File: src/rtl/rotor_arb_pkg.sv
package rotor_arb_pkg;

  // Request number held by middle slot k (0 = highest) for a selection value.
  function automatic int mid_slot_line(input int sel, input int k, input int num_mid);
    return 1 + ((sel + k) % num_mid);
  endfunction

endpackage

File: src/rtl/rotor_pick.sv
module rotor_pick #(
  parameter int NUM_MID = 4,
  localparam int N      = NUM_MID + 2,
  localparam int SEL_W  = $clog2(NUM_MID),
  localparam int IDX_W  = $clog2(N)
) (
  input  logic             clk,
  input  logic             rst,
  input  logic [N-1:0]     req_i,
  input  logic [SEL_W-1:0] sel_i,
  output logic [N-1:0]     grant_o,
  output logic [IDX_W-1:0] idx_o,
  output logic             vld_o
);
  import rotor_arb_pkg::*;

  logic [IDX_W-1:0] slot_line [NUM_MID];
  logic [NUM_MID-1:0] slot_req;

  // One mux per middle slot: which request line sits at that rank.
  for (genvar k = 0; k < NUM_MID; k++) begin : g_slot
    always_comb begin
      slot_line[k] = IDX_W'(mid_slot_line(int'(sel_i), k, NUM_MID));
      slot_req[k]  = req_i[slot_line[k]];
    end
  end

  always_comb begin
    idx_o = '0;
    vld_o = 1'b0;
    if (req_i[0]) begin
      idx_o = '0;
      vld_o = 1'b1;
    end else begin
      for (int k = 0; k < NUM_MID; k++) begin
        if (!vld_o && slot_req[k]) begin
          idx_o = slot_line[k];
          vld_o = 1'b1;
        end
      end
      if (!vld_o && req_i[N-1]) begin
        idx_o = IDX_W'(N-1);
        vld_o = 1'b1;
      end
    end
  end

  always_comb begin
    grant_o = '0;
    if (vld_o) grant_o[idx_o] = 1'b1;
  end

  AST_TOP_WINS:   assert property (@(posedge clk) disable iff (rst) req_i[0] |-> (grant_o[0] && idx_o == '0));
  AST_BOTTOM_YIELDS: assert property (@(posedge clk) disable iff (rst) grant_o[N-1] |-> (req_i[N-2:0] == '0));
  AST_GRANT_SHAPE: assert property (@(posedge clk) disable iff (rst) $onehot0(grant_o) && ((grant_o & ~req_i) == '0));
  AST_IDLE_QUIET: assert property (@(posedge clk) disable iff (rst) (req_i == '0) |-> (!vld_o && grant_o == '0));

endmodule

File: src/rtl/rotor_sel_reg.sv
module rotor_sel_reg #(
  parameter int NUM_MID = 4,
  localparam int N      = NUM_MID + 2,
  localparam int SEL_W  = $clog2(NUM_MID),
  localparam int IDX_W  = $clog2(N)
) (
  input  logic             clk,
  input  logic             rst,
  input  logic             serve_i,
  input  logic             vld_i,
  input  logic [IDX_W-1:0] idx_i,
  input  logic             mode_wr_i,
  input  logic             mode_d_i,
  input  logic             sel_wr_i,
  input  logic [SEL_W-1:0] sel_d_i,
  output logic [SEL_W-1:0] sel_q,
  output logic             mode_q
);

  logic             mid_hit;
  logic             rotate;
  logic [SEL_W-1:0] rot_sel;

  always_comb begin
    mid_hit = (idx_i >= IDX_W'(1)) && (idx_i <= IDX_W'(NUM_MID));
    rotate  = mode_q && serve_i && vld_i && mid_hit;
    // Served line m becomes the last middle slot: selection = m mod NUM_MID.
    rot_sel = SEL_W'(int'(idx_i) % NUM_MID);
  end

  always_ff @(posedge clk) begin
    if (rst) begin
      sel_q  <= '0;
      mode_q <= 1'b0;
    end else begin
      if (sel_wr_i)    sel_q <= sel_d_i;
      else if (rotate) sel_q <= rot_sel;
      if (mode_wr_i)   mode_q <= mode_d_i;
    end
  end

  AST_FIXED_HOLD: assert property (@(posedge clk) disable iff (rst) (!mode_q && !sel_wr_i) |=> $stable(sel_q));
  AST_EDGE_KEEP:  assert property (@(posedge clk) disable iff (rst) (serve_i && vld_i && !mid_hit && !sel_wr_i) |=> $stable(sel_q));
  AST_NOVLD_KEEP: assert property (@(posedge clk) disable iff (rst) (!vld_i && !sel_wr_i) |=> $stable(sel_q));
  AST_WRITE_WINS: assert property (@(posedge clk) disable iff (rst) sel_wr_i |=> (sel_q == $past(sel_d_i)));
  AST_MODE_LOAD:  assert property (@(posedge clk) disable iff (rst) mode_wr_i |=> (mode_q == $past(mode_d_i)));

endmodule

File: src/rtl/six_way_rotor_arb.sv
module six_way_rotor_arb #(
  parameter int NUM_MID = 4,
  localparam int N      = NUM_MID + 2,
  localparam int SEL_W  = $clog2(NUM_MID),
  localparam int IDX_W  = $clog2(N)
) (
  input  logic             clk,
  input  logic             rst,
  input  logic [N-1:0]     req_i,
  input  logic             serve_i,
  input  logic             mode_wr_i,
  input  logic             mode_d_i,
  input  logic             sel_wr_i,
  input  logic [SEL_W-1:0] sel_d_i,
  output logic [N-1:0]     grant_o,
  output logic [IDX_W-1:0] grant_idx_o,
  output logic             grant_vld_o,
  output logic [SEL_W-1:0] sel_o,
  output logic             mode_o
);

  logic [SEL_W-1:0] sel_q;
  logic             mode_q;

  rotor_pick #(.NUM_MID(NUM_MID)) u_pick (
    .clk     (clk),
    .rst     (rst),
    .req_i   (req_i),
    .sel_i   (sel_q),
    .grant_o (grant_o),
    .idx_o   (grant_idx_o),
    .vld_o   (grant_vld_o)
  );

  rotor_sel_reg #(.NUM_MID(NUM_MID)) u_sel (
    .clk       (clk),
    .rst       (rst),
    .serve_i   (serve_i),
    .vld_i     (grant_vld_o),
    .idx_i     (grant_idx_o),
    .mode_wr_i (mode_wr_i),
    .mode_d_i  (mode_d_i),
    .sel_wr_i  (sel_wr_i),
    .sel_d_i   (sel_d_i),
    .sel_q     (sel_q),
    .mode_q    (mode_q)
  );

  assign sel_o  = sel_q;
  assign mode_o = mode_q;

  AST_ROTATE_RULE: assert property (@(posedge clk) disable iff (rst)
    (mode_o && serve_i && grant_vld_o && !sel_wr_i && grant_idx_o != '0 && grant_idx_o != IDX_W'(N-1))
    |=> (int'(sel_o) == int'($past(grant_idx_o)) % NUM_MID));
  AST_RESET_STATE: assert property (@(posedge clk) $past(rst) |-> (sel_o == '0 && !mode_o));

endmodule

File: config.mk
export PLATFORM = sky130hd
export DESIGN_NAME = six_way_rotor_arb
export DESIGN_NICKNAME = d
export VERILOG_FILES = /design/src/rtl/rotor_arb_pkg.sv /design/src/rtl/rotor_pick.sv /design/src/rtl/rotor_sel_reg.sv /design/src/rtl/six_way_rotor_arb.sv
export SDC_FILE = /design/constraint.sdc
export NUM_CORES = 1
export LEC_CHECK = 0
export ABC_AREA = 1
export BUFFER_PORTS_ARGS = -buffer_cell sky130_fd_sc_hd__buf_2
export CORE_MARGIN = 3
export CORE_UTILIZATION = 49
export CTS_CLUSTER_DIAMETER = 120
export DETAILED_ROUTE_END_ITERATION = 12
export PLACE_DENSITY = 0.87
export SETUP_SLACK_MARGIN = 0.02
export SYNTH_ARGS = -nofsm -noshare
export SYNTH_HDL_FRONTEND = slang
export SYNTH_SLANG_ARGS = --single-unit
File: constraint.sdc
create_clock -name clk -period 2.74 [get_ports clk]
set_input_delay 0.548 -clock clk [delete_from_list [all_inputs] [get_ports clk]]
set_output_delay 0.548 -clock clk [all_outputs]
set_load 0.01 [all_outputs]
After elaboration in Yosys (flattened, before gate mapping)
Index checks and enable logic that the tools add are counted.
{"block": "totals", "regBits": 3, "inputBits": 14, "out_inout_bits": 13, "wordCells": 65}
{"block": "op_classes", "addsub": 6, "n_lt_le_gt_ge": 8, "n_mux": 29, "bitwise": 3, "reduce_logical": 17}
{"cell": "$lt A3 B4 Y1 const B", "n": 5}
{"cell": "$mux W3", "n": 6}
{"cell": "$mux W1", "n": 15}
{"cell": "$bmux W1 S3", "n": 4}
{"cell": "$add A2 B3 Y3 const A", "n": 3}
{"cell": "$logic_and A1 B1 Y1", "n": 9}
{"cell": "$ge A3 B1 Y1 const B", "n": 2}
{"cell": "$mux W6", "n": 1}
{"cell": "$reduce_or A2 Y1", "n": 3}
{"cell": "$add A2 B2 Y2 const B", "n": 2}
{"cell": "$logic_not A1 Y1", "n": 4}
{"cell": "$mux W2", "n": 2}
{"cell": "$add A1 B2 Y3 const A", "n": 1}
{"cell": "$and A1 B1 Y1 const A", "n": 3}
{"cell": "$demux W1 S3", "n": 1}
{"cell": "$le A3 B3 Y1 const B", "n": 1}
{"cell": "$reduce_bool A2 Y1", "n": 1}

Longest topological paths before layout
Gate-level depths: netlist of the first run.
{"block": "depth", "depth_word": 26, "depth_mapped": 19}

Modules after synthesis
From an unflattened synthesis of the first run, not the netlist that was laid out.
{"block": "hier_totals", "cells_unflattened": 136, "area_unflattened_um2": 839.6}
{"module": "rotor_pick", "n_inst": 1, "cells_per_inst": 110, "area_each_um2": 666.9}
{"module": "rotor_sel_reg", "n_inst": 1, "cells_per_inst": 26, "area_each_um2": 172.7}

Worst setup path before layout of the first run
Ideal clock, no wire load.
{"block": "synth_timing", "path_kind": "register to output", "startpoint": "register u_sel.sel_q[0]", "endpoint": "output grant_o[1]", "arrival_ns": 2.306, "setup_slack_ns": -0.114, "path_stages_with_launch": 16, "cell_sequence": "dfxtp_1 > inv_2 > ha_1 > inv_2 > nand2_1 > nand2_4 > inv_4 > nand2_2 > nand3_1 > nand3_1 > nor2_1 > nor2_1 > nand3_2 > nand2_1 > inv_1 > nor3_1"}
{"block": "synth_via", "elab_chain_len": 26, "elab_cells_between_ends": 50, "classes_between": "add/sub: 6; order compare: 2; mux: 27; bitwise: 3; reduce/logical: 12"}
{"element": "from (decl)", "line": "rotor_sel_reg.sv:16", "text": "output logic [SEL_W-1:0] sel_q,"}
{"element": "from (signal assigned)", "line": "rotor_sel_reg.sv:36", "text": "if (sel_wr_i) sel_q <= sel_d_i;"}
{"element": "from (signal assigned)", "line": "rotor_sel_reg.sv:37", "text": "else if (rotate) sel_q <= rot_sel;"}
{"element": "$add A1 B2 Y3", "line": "rotor_arb_pkg.sv:5", "text": "return 1 + ((sel + k) % num_mid);"}
{"element": "$reduce_or A2 Y1 (no line) or $bmux W1 S3 (tied branches)"}
{"element": "$and A1 B1 Y1 (no line) or $mux W1 (tied branches)"}
{"element": "$add A2 B3 Y3 or $mux W1 (tied branches)", "line": "rotor_arb_pkg.sv:5, rotor_pick.sv:36"}
{"element": "$bmux W1 S3 or $mux W1 (tied branches)", "line": "rotor_pick.sv:24, rotor_pick.sv:31"}
{"element": "$mux W1 (not written as such) or $logic_not A1 Y1 (tied branches)", "line": "rotor_pick.sv:24, rotor_pick.sv:36"}
{"element": "$logic_and A1 B1 Y1", "line": "rotor_pick.sv:36", "text": "if (!vld_o && slot_req[k]) begin"}
{"element": "$mux W1", "line": "rotor_pick.sv:36"}
{"element": "(+11 left out)"}
{"element": "$mux W3 (*)", "line": "rotor_pick.sv:41", "text": "if (!vld_o && req_i[N-1]) begin"}
{"element": "$mux W3 (*)", "line": "rotor_pick.sv:31", "text": "if (req_i[0]) begin"}
{"element": "net grant_idx_o[2]", "line": "six_way_rotor_arb.sv:16", "text": "output logic [IDX_W-1:0] grant_idx_o,"}
{"element": "$lt A3 B4 Y1 (not written as such) or $ge A3 B1 Y1 (tied branches)", "line": "rotor_pick.sv:50", "text": "if (vld_o) grant_o[idx_o] = 1'b1;"}
{"element": "$logic_and A1 B1 Y1 (not written as such)", "line": "rotor_pick.sv:50"}
{"element": "$mux W1 (not written as such)", "line": "rotor_pick.sv:50"}
{"element": "$demux W1 S3 (*)"}
{"element": "$mux W6 (*)", "line": "rotor_pick.sv:50"}
{"element": "to (decl)", "line": "six_way_rotor_arb.sv:15", "text": "output logic [N-1:0] grant_o,"}
The timed path passes the listed nets; every way through them passes the cells marked *. The select of a mux whose other input is x is not followed.

Worst setup path in the final report of the first run
{"block": "layout_timing", "startpoint": "register u_sel.sel_q[1]", "endpoint": "output grant_o[1]"}
{"block": "layout_via", "elab_chain_len": 26, "elab_cells_between_ends": 50, "classes_between": "add/sub: 6; order compare: 2; mux: 27; bitwise: 3; reduce/logical: 12"}
{"element": "$add A1 B2 Y3", "line": "rotor_arb_pkg.sv:5"}
{"element": "$reduce_or A2 Y1 (no line) or $bmux W1 S3 (tied branches)"}
{"element": "$and A1 B1 Y1 (no line) or $mux W1 (tied branches)"}
{"element": "$add A2 B3 Y3 or $mux W1 (tied branches)", "line": "rotor_arb_pkg.sv:5, rotor_pick.sv:36"}
{"element": "$bmux W1 S3 or $mux W1 (tied branches)", "line": "rotor_pick.sv:24, rotor_pick.sv:31"}
{"element": "$mux W1 (not written as such) or $logic_not A1 Y1 (tied branches)", "line": "rotor_pick.sv:24, rotor_pick.sv:36"}
{"element": "$logic_and A1 B1 Y1", "line": "rotor_pick.sv:36"}
{"element": "$mux W1", "line": "rotor_pick.sv:36"}
{"element": "(+10 left out)"}
{"element": "$logic_and A1 B1 Y1", "line": "rotor_pick.sv:41"}
{"element": "$mux W3", "line": "rotor_pick.sv:41"}
{"element": "$mux W3", "line": "rotor_pick.sv:31"}
{"element": "$lt A3 B4 Y1 (not written as such) or $ge A3 B1 Y1 (tied branches)", "line": "rotor_pick.sv:50"}
{"element": "$logic_and A1 B1 Y1 (not written as such)", "line": "rotor_pick.sv:50"}
{"element": "$mux W1 (not written as such)", "line": "rotor_pick.sv:50"}
{"element": "$demux W1 S3"}
{"element": "$mux W6 (*)", "line": "rotor_pick.sv:50"}
Every way passes the cells marked *; elsewhere a longest branch is shown, timed or not. The select of a mux whose other input is x is not followed.

==> impl_metrics.ini, run 1 <==
[run_status]
status = completed

[yosys]
synth_top_area_share_pct = 19.2
synth.distinct_cells = 22
yosysTopAreaCell = nand2_1
yosysWarnings = 0
synth.area.top_cells = nand2_1 (19%), nand3_2 (11%), nand3_1 (10%)
ys_seq_area_share_pct = 8.07
synth_fp_nets = 150
postSynthCellCount = 132
syn_area_um2 = 744
synth_area_per_cell_um2 = 5.64
synth_seq_cells = 3

[sta]
setup_viol = 0
rsz0062_at_grt = yes
drv_slew = 0
period_needed_ns = 2.74
timing.final.crit_share_pct = 99.9
skew_ns = 0.00215
slew_headroom_pct = 81.3
fmax_mhz = 365
fin_tns_setup_ns = 0
final-hold-violation-count = 0
worstMarginPinSlew_ns = 0.279

[floorplan]
core_area_um2 = 1370
fp.dieW_um = 45.0
dieArea_um2 = 2020
dieHeight_um = 45.0
core.rowCount = 13
num_io_pins = 27
start_util_pct = 54.5

[final_layout]
design_area_um2 = 1040
area_delta_synth_final_pct = 39.3
final_cell_mix = nand2_1 (36), buf_2 (25), nand3_1 (14), inv_1 (14), nand3_2 (9)
mostFrequentLayoutCell = nand2_1
diodes = 0
nNetsFinal = 187
layout-drive-gt1-share_pct = 45.2

[clock_network]
clkLatencyLatePin_ns = 0.23
clk_pin_slew_ns = 0.04
ctsHoldBuffers = 0
clkSinkCount = 3
cts_tree = done
cts_made_buffers = 3
root_buffer = clkbuf_4
cts_max_path_buffers = 2
htreeDepth = 1

[critical_path]
endpoint_kind = primary output
start_kind = flip-flop
worstPathRequired_ns = 2.19
slowest_stage = dfxtp_2
crit_chain = inv_2 > ha_4 > inv_6 > nand2_4 > nand2_4 > inv_4 > nand2_4 > nand3_2 > nand2_2 > nor2_4 > nand3_2 > o21ai_1 > inv_1 > nand2_4 > inv_2 > nor3_2 > buf_2
cp_max_fo = 6
crit_top_cell = nand2_4
criticalPathCategory = reg -> out
cp_data_arrival_time_ns = 2.19
slowest_delay_ns = 0.33
crit_family = simple AND/OR/NAND/NOR gates
cp_num_buf_inv = 6

[power_and_ir_drop]
peakVddDrop_mv = 0.377
total_power_uw = 451
p_per_area_nw_per_um2 = 434
power_leakage_nw = 0.609

[route]
drcViolationCount = 0
ant_nets = 0
vias_per_cell = 5.30
dr.pass1.iters = 4
wl_per_cell_um = 12.0
dr.first_iter.drc_count = 34
routed_wl_um = 2200
vias = 969

[global_routing]
grt_pass1_wl_um = 3590
grt_max_degree = 16
overflow = 0
antenna_found_initial = 0
grt_pass1_vias = 858
track_usage_pct = 24.2

[placed_design]
io_buffers = 26
gp_congestion = 0.979
placed_area_um2 = 907
dp_hpwl_um = 1660

[job]
max_cap_violations = 0

[worst_hold_path]
hold_path_class = in -> reg
==> cell type report <==
cell class | instances | area (um2)
well taps | 15 | 18.8
multi-input cells | 104 | 639
flip-flops and latches | 3 | 62.6
inverters | 23 | 93.8
repair buffers | 34 | 196
fillers | 101 | 329
clock buffers | 4 | 26.3
==> path summary, 6_finish.rpt <==
| path | depth (start not counted) | slack, ns | from | end |
|---|---|---|---|---|
| max | 17 | 0.002 | u_sel.sel_q[1]$_SDFFE_PP0P_ | grant_o[1] |
| min | 2 | 0.50 | rst | u_sel.mode_q$_SDFFE_PP0P_ |
| max reg2reg | 20 | 0.44 | u_sel.sel_q[1]$_SDFFE_PP0P_ | u_sel.sel_q[0]$_SDFFE_PP0P_ |
| min reg2reg | 2 | 0.53 | u_sel.mode_q$_SDFFE_PP0P_ | u_sel.mode_q$_SDFFE_PP0P_ |
==> cell usage after synthesis <==
library cell,count
nand3_2,8
nand2_2,10
inv_2,5
o21ai_0,3
o21ai_1,2
nor2_1,9
nand3_1,15
nand4_1,3
nor2_4,1
clkbuf_1,1
or2_0,1
a21oi_1,4
nor3_1,2
nand4_2,1
mux2i_1,1
inv_1,17
nand2_4,2
buf_6,1
ha_1,4
dfxtp_1,3
inv_4,1
nand2_1,38
==> registers in the layout, summed over array words and instances, names as in the netlist <==
| register | count |
|---|---|
| u_sel.mode_q | 1 |
| u_sel.sel_q | 2 |
==> metrics by stage <==
step | setup slack [ns] | hold WS (ns) | std cells | util (%)
final | 0.00196 | 0.504 | 183 | 75.9
after global routing | -0.124 | 0.520 | 183 | 75.9
after CTS | 0.00482 | 0.497 | 181 | 71.7
after detailed placement | 0.0828 | 0.527 | 174 | 66.4
after global placement | 0.145 | 0.505 | 174 | 66.4
after floorplan | 0.0873 | 0.539 | 132 | -
==> kinds of logic (layout without fill, tap and decap cells) <==
kind of cell,count (synthesis),after routing,synth area share [%]
compound gates,9,9,6.05
buf+inv,25,61,13.9
mux,1,1,1.34
flops,3,3,8.07
fa+ha+maj,4,4,6.72
simple gates,90,90,63.9
==> routing by layer <==
| metal | vias to the layer above | GRT usage (%) | part of all wire (%) |
|---|---|---|---|
| li1 | 493 | - | - |
| met3 | 6 | 2.39 | 3.5 |
| met1 | 443 | 27.5 | 40 |
| met2 | 27 | 43.8 | 54 |
| met5 | - | 0 | 0 |
| met4 | 0 | 12.9 | 3.2 |
==> where the power goes <==
group	total, mW	switching [mW]	internal, mW
registers	0.0498	0.00221	0.0476
logic	0.325	0.201	0.123
clock network	0.0760	0.0215	0.0545
==> timing repair <==
action	4_1_cts	5_1_grt
setup endpoints to repair	8	7
gates resized for setup	7	10
pin swaps	6	6
gates cloned	0	0
buffers inserted	3	2
(Power assumes the default switching activity.)
==> inputs of run 2 (changes only) <==
--- a/config.mk
+++ b/config.mk
@@ -7,11 +7,13 @@
 export LEC_CHECK = 0
 export ABC_AREA = 1
 export BUFFER_PORTS_ARGS = -buffer_cell sky130_fd_sc_hd__buf_2
+export CELL_PAD_IN_SITES_DETAIL_PLACEMENT = 1
+export CELL_PAD_IN_SITES_GLOBAL_PLACEMENT = 2
 export CORE_MARGIN = 3
-export CORE_UTILIZATION = 49
+export CORE_UTILIZATION = 23
 export CTS_CLUSTER_DIAMETER = 120
 export DETAILED_ROUTE_END_ITERATION = 12
-export PLACE_DENSITY = 0.87
+export PLACE_DENSITY = 0.85
 export SETUP_SLACK_MARGIN = 0.02
 export SYNTH_ARGS = -nofsm -noshare
 export SYNTH_HDL_FRONTEND = slang
==> impl_metrics.ini, run 2 (synthesis gave the netlist of run 1 again) <==
[run_status]
status = finished with violations
violations = negative setup slack

[global_routing]
grt_pass1_vias = 1088
grt_pass1_wl_um = 4780
overflow = 0
grt_max_degree = 16
track_usage_pct = 14.8
antenna_found_initial = 0

[final_layout]
largest_register = u_sel.sel_q
fin_cells = 225
area_delta_synth_final_pct = 61.5
design_area_um2 = 1200
multi_input_area_um2 = 676
mostFrequentLayoutCell = nand2_1
reg_top3 = u_sel.sel_q (2), u_sel.mode_q (1)
final_cell_mix = nand2_1 (34), buf_2 (26), buf_4 (20)
num-fill-cells = 421
seqCellArea_um2 = 62.6
diodes = 0
largest_register_ffs = 2
nNetsFinal = 200
layout-drive-gt1-share_pct = 54.7
fin_util_pct = 39.1

[sta]
fin_ws_ns = -0.0183
worstMarginPinSlew_ns = 0.252
whs_ns = 0.505
rsz0062_at_grt = yes
setup_viol = 1
fmax_mhz = 363
drv_slew = 0
final-hold-violation-count = 0
skew_ns = 0.00730
timing.final.crit_share_pct = 101
slew_headroom_pct = 83.1
period_needed_ns = 2.76

[worst_hold_path]
hold_path_class = in -> reg

[placed_design]
gp_congestion = 0.781
io_buffers = 26
dp_cells = 205
dp_hpwl_um = 2180
placed_area_um2 = 958

[route]
drcViolationCount = 0
vias_per_cell = 4.48
dr.first_iter.drc_count = 20
routed_wl_um = 2920
wl_per_cell_um = 13.0
dr.pass1.iters = 4
vias = 1008
ant_nets = 0

[clock_network]
ctsHoldBuffers = 0
htreeDepth = 1
clk_pin_slew_ns = 0.04
clkLatencyLatePin_ns = 0.23
cts_made_buffers = 3
clkSinkCount = 3
root_buffer = clkbuf_4
cts_tree = done
cts_max_path_buffers = 2

[critical_path]
start_kind = flip-flop
slowest_stage = dfxtp_2
slowest_delay_ns = 0.32
crit_chain = inv_2 > ha_4 > inv_4 > buf_6 > nor2_4 > nand3_2 > nand2_2 > nor2_2 > a21oi_1 > nand3_1 > nand3_2 > nand2_4 > nor3_2 > buf_2
endpoint_kind = primary output
cp_max_fo = 6
criticalPathCategory = reg -> out
cp_data_arrival_time_ns = 2.21
worstPathRequired_ns = 2.19
crit_top_cell = nand3_2

[floorplan]
dieHeight_um = 62.9
start_util_pct = 24.2
fp.dieW_um = 62.9
dieArea_um2 = 3960
core.rowCount = 20
core_area_um2 = 3080
num_io_pins = 27

[job]
max_cap_violations = 0

[power_and_ir_drop]
p_seq_share_pct = 9.5
p_sw_share_pct = 48.2
p_per_area_nw_per_um2 = 433
total_power_uw = 520
comb_power_share_pct = 75.5
intPower_uw = 270
p_sw_uw = 251
peakVddDrop_mv = 0.232
pwr-share-clk_pct = 15.0
power_leakage_nw = 0.679
run 2: cell count changes in the layout (fill, tap and decap cells not counted), sizes merged:
cell	previous run	this run
buf	34	47
run 2: area by class of cell:
class	instances	share of cell area (%)
inverter	23	7.60
clock buffer	4	2.19
timing repair buffer	47	24.2
multi-input combinational	104	56.2
tap	44	4.58
sequential	3	5.20
run 2: final timing paths:
path,from,cells past startpoint,slack (ns),endpoint
worst max register to register,u_sel.sel_q[1]$_SDFFE_PP0P_,21,0.37,u_sel.sel_q[0]$_SDFFE_PP0P_
worst max-delay path,u_sel.sel_q[1]$_SDFFE_PP0P_,14,-0.02,grant_o[1]
worst min register to register,u_sel.mode_q$_SDFFE_PP0P_,2,0.52,u_sel.mode_q$_SDFFE_PP0P_
worst min-delay path,rst,2,0.50,u_sel.mode_q$_SDFFE_PP0P_
run 2: metal layers:
metal | vias to the layer above | share of wire [%] | track usage [%]
li1 | 514 | - | -
met1 | 471 | 38 | 16.0
met2 | 21 | 58 | 29.1
met3 | 2 | 3.2 | 1.62
met4 | 0 | 0.51 | 4.96
met5 | - | 0 | 0
run 2: what timing repair did:
action / 4_1_cts / 5_1_grt
endpoints found under the setup margin: 8 / 9
gates cloned: 0 / 0
pin swaps: 10 / 9
resized for setup: 11 / 17
endpoints found under the hold margin: 0 / 0
buffers inserted: 8 / 8
run 2: worst max-delay path: cells and delay by family, from the launching register on:
family,cells,cell delay (ns)
AO/OA/AOI/OAI,1,0.15
flip-flops,1,0.32
AND/OR/NAND/NOR,8,0.83
buffers and inverters,4,0.37
adder cells (fa/ha/maj),1,0.29
run 2: stage by stage:
step                worst slack [ns]  TNS, ns
finish                       -0.0183  -0.0183
floorplan                     0.0873        0
global placement              0.0909        0
global route                  -0.182   -0.735
detailed placement           0.00189        0
CTS                          -0.0325  -0.0325
run 2: power groups by stage:
stage	Sequential (mW)	Combinational, mW	Clock [mW]
2_1_floorplan	0.0532	0.199	0
3_3_place_gp	0.0496	0.284	0
3_5_place_dp	0.0497	0.289	0
4_1_cts	0.0494	0.334	0.0821
5_1_grt	0.0498	0.432	0.0892
6_report	0.0495	0.393	0.0778
